File: src/rtl/cart_bank_ctrl.sv
`timescale 1ns/1ps
module cart_bank_ctrl #(
  parameter int ROM_BANKS = 128,
  parameter int RAM_BANKS = 4,
  parameter int LO_BITS   = 5,
  parameter int HI_BITS   = 2,
  parameter int ROM_OFS   = 14,
  parameter int RAM_OFS   = 13
) (
  input  logic                          clk,
  input  logic                          rst_n,
  input  logic [15:0]                   cpu_addr,
  input  logic [7:0]                    cpu_wdata,
  input  logic                          cpu_wr,
  input  logic                          cpu_rd,
  output logic [LO_BITS+HI_BITS+ROM_OFS-1:0] rom_addr,
  output logic [HI_BITS+RAM_OFS-1:0]    ram_addr,
  output logic                          rom_rd,
  output logic                          ram_rd,
  output logic                          ram_we,
  output logic                          ram_en,
  output logic                          rd_zero
);
  localparam int  BW      = LO_BITS + HI_BITS;
  localparam bit  HAS_RAM = RAM_BANKS > 0;

  logic [BW-1:0]      rom_bank;
  logic [HI_BITS-1:0] ram_bank;
  logic               ram_mode;

  logic [2:0] region;
  logic       in_ram_win, rom_oob, ram_oob;
  logic [BW-1:0] eff_bank;
  logic [LO_BITS-1:0] lo_new;

  assign region     = cpu_addr[15:13];
  assign in_ram_win = (region == 3'b101);
  assign lo_new     = (cpu_wdata[LO_BITS-1:0] == '0) ? LO_BITS'(1) : cpu_wdata[LO_BITS-1:0];

  always_ff @(posedge clk) begin
    if (!rst_n) begin
      rom_bank <= BW'(1);
      ram_bank <= '0;
      ram_mode <= 1'b0;
      ram_en   <= 1'b0;
    end else if (cpu_wr) begin
      case (region)
        3'd0: ram_en <= (cpu_wdata == 8'h0A);
        3'd1: rom_bank[LO_BITS-1:0] <= lo_new;
        3'd2: begin
          if (ram_mode) ram_bank <= cpu_wdata[HI_BITS-1:0];
          else          rom_bank[BW-1:LO_BITS] <= cpu_wdata[HI_BITS-1:0];
        end
        3'd3: begin
          if (cpu_wdata[0] != ram_mode) begin
            ram_mode <= cpu_wdata[0];
            if (cpu_wdata[0]) begin
              ram_bank <= rom_bank[BW-1:LO_BITS];
              rom_bank[BW-1:LO_BITS] <= '0;
            end else begin
              rom_bank[BW-1:LO_BITS] <= ram_bank;
              ram_bank <= '0;
            end
          end
        end
        default: ;
      endcase
    end
  end

  assign eff_bank = cpu_addr[ROM_OFS] ? rom_bank : '0;
  assign rom_addr = {eff_bank, cpu_addr[ROM_OFS-1:0]};
  assign ram_addr = {ram_bank, cpu_addr[RAM_OFS-1:0]};

  assign rom_oob = cpu_addr[ROM_OFS] && (32'(rom_bank) >= ROM_BANKS);
  assign ram_oob = !HAS_RAM || (32'(ram_bank) >= RAM_BANKS);

  assign rd_zero = cpu_rd && ((!cpu_addr[15] && rom_oob) || (in_ram_win && ram_oob));
  assign rom_rd  = cpu_rd && !cpu_addr[15] && !rom_oob;
  assign ram_rd  = cpu_rd && in_ram_win && !ram_oob;
  assign ram_we  = cpu_wr && in_ram_win && !ram_oob;
endmodule

File: config.mk
export PLATFORM = sky130hd
export DESIGN_NAME = cart_bank_ctrl
export DESIGN_NICKNAME = d
export VERILOG_FILES = /design/src/rtl/cart_bank_ctrl.sv
export SDC_FILE = /design/constraint.sdc
export NUM_CORES = 1
export LEC_CHECK = 0
export ABC_AREA = 0
export CAP_MARGIN = 40
export CORE_ASPECT_RATIO = 1.25
export CORE_MARGIN = 2
export CORE_UTILIZATION = 35
export DETAILED_ROUTE_END_ITERATION = 12
export GPL_ROUTABILITY_DRIVEN = 0
export PLACE_DENSITY_LB_ADDON = 0.3
export SYNTH_ARGS = -nofsm -noshare
export SYNTH_HDL_FRONTEND = slang
export SYNTH_SLANG_ARGS = --single-unit
File: constraint.sdc
create_clock -name clk -period 1.9 [get_ports clk]
set_input_delay 0.19 -clock clk [delete_from_list [all_inputs] [get_ports clk]]
set_output_delay 0.19 -clock clk [all_outputs]
set_load 0.005 [all_outputs]
Word level (Yosys, flattened, before mapping)
Index checks and enable logic that the tools add are counted.
- $add $sub $neg: 0
- multiply operators: 0
- div/mod/pow operators: 0
- $lt $le $gt $ge: 0
- equal/unequal tests: 9
- shift operators: 0
- multiplexer cells: 10
- bitwise logic cells: 0
- reduce and logical (&&, ||, !) cells: 12
- operators with widths (operator ; count):
    2-bit two-way mux ; 6
    8-bit by 4-bit == test with 1-bit output (second input constant) ; 1
    2-bit one-hot mux with 2 select lines ; 2
    4-bit AND reduction ; 2
    7-bit two-way mux ; 1
    3-bit by 2-bit == test with 1-bit output (second input constant) ; 2
    2-bit inequality test (second input constant) ; 3
    5-bit logical NOT ; 1
    5-bit two-way mux ; 1
    2-bit AND reduction ; 2
    3-bit by 1-bit == test with 1-bit output (second input constant) ; 1
    3-bit == test (second input constant) ; 1
    1-bit logical AND ; 3
    3-bit logical NOT ; 1
    3-bit AND reduction ; 1
    2-bit nonzero test ; 1
    1-bit logical NOT ; 1
    1-bit inequality test ; 1
- bits in registers: 11
- latch bits: 0
- bits in writable memories: 0
- bits in read-only memories: 0
- input bits: 28
- output and inout bits: 41
- logic and storage cells: 36
- memories kept: 0

Depth between registers and ports, before layout
Gate-level depths: netlist of run 1.
- depth in word-level cells: 3
- mapped depth: 5
- mapped depth without buffers: 4

Least setup slack after synthesis of run 1
OpenSTA, ideal clock, no wires.
- path type: input-to-reg
- start: in cpu_wr
- end: reg rom_bank[0]
- setup time: 115 ps
- data arrival time: 829 ps
- required time: 1785 ps
- path slack: 955 ps
- stages: 5
- buffers on the path: 1
- cells stage by stage: nor2b_2 > and2_1 > buf_6 > mux2i_1 > nand2_1
- longest elaborated chain between the ends: 1
- ends and longest elaborated chain (item ; RTL line ; source):
    start, declared ; 14 ; input logic cpu_wr,
    2-bit AND reduction (no line) ; n/a ;
    end signal, assigned by index ; 49 ; 3'd1: rom_bank[LO_BITS-1:0] <= lo_new;
    end signal, assigned by index ; 52 ; else rom_bank[BW-1:LO_BITS] <= cpu_wdata[HI_BITS-1:0];
    end signal, assigned by index ; 61 ; rom_bank[BW-1:LO_BITS] <= ram_bank;
    end, declared ; 27 ; logic [BW-1:0] rom_bank;
Every way passes these cells.
A chain may end at the register's enable or synchronous reset.

Worst setup path in the final report of run 1
- start: in cpu_addr[13]
- end: out ram_rd
- longest elaborated chain between the ends: 2
- ends and longest elaborated chain (item ; RTL line ; source):
    start, declared ; 12 ; input logic [15:0] cpu_addr,
    3-bit == test ; 37 ; assign in_ram_win = (region == 3'b101);
    1-bit logical AND ; 80 ; assign ram_rd = cpu_rd && in_ram_win && !ram_oob;
    end, declared ; 19 ; output logic ram_rd,
Every way passes these cells.

==> flow_metrics.tcl, run 1 <==
set metrics [dict create \
    status "finished clean" \
    period_share_pct 89.2 \
    coreArea_um2 2380 \
    hold_violations 0 \
    dieArea_um2 2850 \
    wl_per_cell_um 11.8 \
    root_buffer "clkbuf_4" \
    synth_seq_cells 11 \
    die_x_um 48.1 \
    drc 0 \
    antenna_found_initial 0 \
    ir_drop_mv 0.329 \
    synth-seq-area-share_pct 25.8 \
    syn_area_um2 852 \
    hold_buffers 0 \
    worstSkewPairLatency_ps 270 \
    drt_first_pass_iters 4 \
    grt_overflow_total 0 \
    critPathMaxFanout 3 \
    n_antenna_cell 0 \
    cts_resized 0 \
    routed_wl_mm 1.65 \
    hpwlAfterDp_mm 1.28 \
    arrival_ps 1500 \
    grt_use_total_pct 12.9 \
    setup_tns_ps 0 \
    holdCritPathClass "input pin to output port" \
    layout_common_cells "clkdlybuf4s50_1, dfxtp_1, and2_1" \
    final.min_clock_period_ps 1690 \
    setup_ws_ps 206 \
    multi_input_area_um2 399 \
    grt_pass1_vias 617 \
    fin_skew_ps 3.04 \
    synthDistinctLibCells 30 \
    finalSetupViolations 0 \
    cp-end-kind "output port" \
    die_height_um 59.2 \
    grt_start_max_net_pins 12 \
    io_pins 69 \
    syn_to_final_growth_pct 16.2 \
    rows 20 \
    vias 629 \
    drive_above_1_share_pct 11.3 \
    io_buffers 28 \
    finalMaxSlewViolations 0 \
    p_leak_uw 0.000370 \
    worst-r2r-cell-count 3 \
    synth_area_leaders "dfxtp_1, buf_4, mux2i_1" \
    post-place-ws_ps 201 \
    synth_top_area_share_pct 25.8 \
    h-tree-depth 1 \
    nNetsFinal 135 \
    cts.sinks 11 \
    drtIter0Drc 7 \
    yosysWarningCount 0 \
    cts_buffers 3 \
    hold_depth 0 \
    rsz0062_at_grt "no" \
    postCtsSetupRepairBufs 0 \
    synth_area_per_cell_um2 8.35 \
    whs_ps 380 \
    ant_nets 0 \
    cap_violations 0 \
    synth_nets 130 \
    synth_area_leader_cell "dfxtp_1" \
    start_kind "input pin" \
    via_per_inst 4.53 \
    seqCellArea_um2 220 \
    cts_tree "done" \
    fill_cells 235 \
    grt_first_pass_wirelength_mm 2.64 \
    pwr_density_cell_nw_per_um2 510 \
    crit_type "input pin to output port" \
    clk_path_buf_depth 2 \
    final_common_cell "clkdlybuf4s50_1" \
    fmax_mhz 590 \
    start_util_pct 35.8 \
    postSynthCellCount 102 \
    required_ps 1710 \
]
## logic make-up (layout without fill, tap and decap cells)
family                    Yosys count  count (layout)  share of synthesized area (%)
xor gates and xnor gates            2               2                           2.94
AOI/OAI and AO/OA                  11              11                           8.96
DFF                                11              11                           25.8
and+or+nand+nor                    37              37                           25.1
buffers and inverters              32              36                           27.3
muxes                               8               8                           9.40
other                               1               1                          0.440
## registers in the layout, indices dropped and copies added, names as in the netlist
| register | flops |
|---|---|
| ram_en | 1 |
| ram_bank | 2 |
| rom_bank | 7 |
| ram_mode | 1 |
## final cells by class
cell class,count,area share (%)
clock buffers,4,2.65
inverters,2,0.759
multi-input cells,59,40.3
flip-flops and latches,11,22.3
well taps,33,4.17
repair buffers,30,29.8
## final timing paths
check | start | endpoint | slack [ps]
worst max-delay path | cpu_addr[13] | ram_rd | 210
worst min-delay path | cpu_addr[8] | ram_addr[8] | 380
worst max register to register | ram_mode | rom_bank[5] | 860
worst min register to register | ram_bank[1] | ram_bank[1] | 480
## power breakdown
part / switching (uW) / internal (uW) / total, uW / leakage, uW
Sequential: 3.60 / 236 / 239 / 0.0000891
Combinational: 43.4 / 62.0 / 105 / 0.000265
Clock: 78.4 / 81.2 / 160 / 0.0000150
## synthesized netlist by cell type
master,n
a21boi_1,1
a21oi_1,3
a311oi_1,2
a31oi_1,1
a41oi_1,1
and2_1,9
and2_4,1
and2b_4,1
and3_1,2
and3_2,1
buf_4,28
buf_6,1
clkbuf_1,1
conb_1,1
dfxtp_1,11
inv_1,2
mux2i_1,8
nand2_1,6
nand3_1,1
nor2_1,8
nor2b_1,3
nor2b_2,2
nor2b_4,1
nor3_1,1
nor4_1,1
o211ai_1,1
o21ai_0,1
o41ai_1,1
xnor2_1,1
xnor2_2,1
## critical path, cell delays in order
cell and delay (ps):
clkdlybuf4s50_1 470, nor2b_1 180, and3_1 170, clkdlybuf4s50_1 490
## per-layer routing
| layer | wire [um] | up-vias | global-route usage (%) |
|---|---|---|---|
| li1 | - | 320 | - |
| met1 | 690 | 286 | 14.9 |
| met2 | 822 | 19 | 21.1 |
| met3 | 108 | 4 | 2.44 |
| met4 | 25 | 0 | 7.72 |
| met5 | 0 | - | 0 |
## metrics by stage
step | util [%] | instances | power, uW | area, um^2
6_report | 41.6 | 139 | 504 | 990
5_1_grt | 41.6 | 139 | 529 | 990
4_1_cts | 41.6 | 139 | 512 | 990
3_5_place_dp | 40.5 | 135 | 350 | 963
3_3_place_gp | 40.5 | 135 | 349 | 963
2_1_floorplan | - | 102 | 335 | 852
No activity file was read; power rests on OpenSTA's default activity.
==> inputs of run 2 (changes only) <==
--- a/config.mk
+++ b/config.mk
@@ -7,12 +7,14 @@
 export LEC_CHECK = 0
 export ABC_AREA = 0
 export CAP_MARGIN = 40
-export CORE_ASPECT_RATIO = 1.25
+export CORE_ASPECT_RATIO = 0.7
 export CORE_MARGIN = 2
 export CORE_UTILIZATION = 35
+export CTS_CLUSTER_DIAMETER = 80
 export DETAILED_ROUTE_END_ITERATION = 12
 export GPL_ROUTABILITY_DRIVEN = 0
 export PLACE_DENSITY_LB_ADDON = 0.3
+export SLEW_MARGIN = 15
 export SYNTH_ARGS = -nofsm -noshare
 export SYNTH_HDL_FRONTEND = slang
 export SYNTH_SLANG_ARGS = --single-unit
==> flow_metrics.tcl, run 2 (synthesis gave the netlist of run 1 again) <==
set metrics [dict create \
    drc 0 \
    critPathMaxFanout 3 \
    arrival_ps 1540 \
    p_leak_uw 0.000372 \
    grt_pass1_vias 605 \
    clk_path_buf_depth 2 \
    finalMaxSlewViolations 0 \
    fin_util_pct 44.5 \
    grt_start_max_net_pins 12 \
    regToRegStartpoint "ram_mode" \
    cp-end-kind "output port" \
    crit_type "input pin to output port" \
    nNetsFinal 135 \
    worstSetupStartpoint "cpu_addr[13]" \
    placed_cells 134 \
    io_pins 69 \
    layout_common_cells "clkdlybuf4s50_1, dfxtp_1, and2_1" \
    die_height_um 45.3 \
    cts.sinks 11 \
    cts_tree "done" \
    start_kind "input pin" \
    n_antenna_cell 0 \
    grt_overflow_total 0 \
    grt_use_total_pct 13.1 \
    hold_violations 0 \
    largest_reg_flops 7 \
    fin_skew_ps 3.44 \
    finalSetupViolations 0 \
    fmax_mhz 576 \
    rows 14 \
    worst_hold_startpoint "cpu_addr[7]" \
    io_buffers 28 \
    grt_first_pass_wirelength_mm 2.82 \
    h-tree-depth 1 \
    pwr_density_cell_nw_per_um2 514 \
    period_share_pct 91.3 \
    via_per_inst 4.69 \
    holdCritPathClass "input pin to output port" \
    cap_violations 0 \
    vias 647 \
    routed_wl_mm 1.71 \
    antenna_found_initial 0 \
    hold_buffers 0 \
    cts_resized 0 \
    drive_above_1_share_pct 12.3 \
    final_common_cell "clkdlybuf4s50_1" \
    stdcell_count 138 \
    coreArea_um2 2220 \
    hpwlAfterDp_mm 1.29 \
    syn_to_final_growth_pct 16.2 \
    root_buffer "clkbuf_4" \
    rsz0062_at_grt "no" \
    setup_tns_ps 0 \
    postCtsSetupRepairBufs 0 \
    regMostFlops "rom_bank" \
    start_util_pct 38.3 \
    status "finished clean" \
    drtIter0Drc 6 \
    die_x_um 63.0 \
    worstSkewPairLatency_ps 270 \
    required_ps 1710 \
    cts_buffers 3 \
    post-place-ws_ps 158 \
    dieArea_um2 2850 \
    setup_ws_ps 165 \
    power_uw 509 \
    final.min_clock_period_ps 1730 \
    top_regs "rom_bank: 7 flops, ram_bank: 2 flops" \
    drt_first_pass_iters 4 \
    ir_drop_mv 0.220 \
    wl_per_cell_um 12.4 \
    ant_nets 0 \
]
## run 2: per-stage QoR
step,instance area (um^2),hold WS (ps)
finish,990,380
floorplan,852,252
CTS,990,380
global route,990,380
detailed placement,962,380
global placement,962,380
## run 2: layout make-up
class | instances | area [um^2]
timing repair buffer | 30 | 295
inverter | 2 | 7.51
clock buffer | 3 | 22.5
fill | 243 | 1230
multi-input combinational | 59 | 399
sequential | 11 | 220
tap | 32 | 40.0
clock inverter | 1 | 5.00
## run 2: layer usage
layer	up-vias	global-route usage [%]	wire, um
li1	319	-	-
met1	286	16.8	834
met2	35	19.4	644
met3	7	4.74	196
met4	0	7.11	34
met5	-	0	0
## run 2: worst paths after layout
check                                    to  slack, ps  cells after the start
worst min register to register  rom_bank[0]        470                      2
worst min-delay path            ram_addr[7]        380                      0
worst max register to register  rom_bank[5]        850                      3
worst max-delay path                 ram_we        170                      4
## run 2: power breakdown
part | switching, uW | leakage [uW] | internal [uW]
clock | 85.0 | 0.0000177 | 78.0
combinational | 44.7 | 0.000265 | 62.1
sequential | 3.53 | 0.0000891 | 236
## run 2: critical path: stages
cell and delay, ps:
clkdlybuf4s50_1 470, nor2b_1 210, and3_1 180, clkdlybuf4s50_1 490
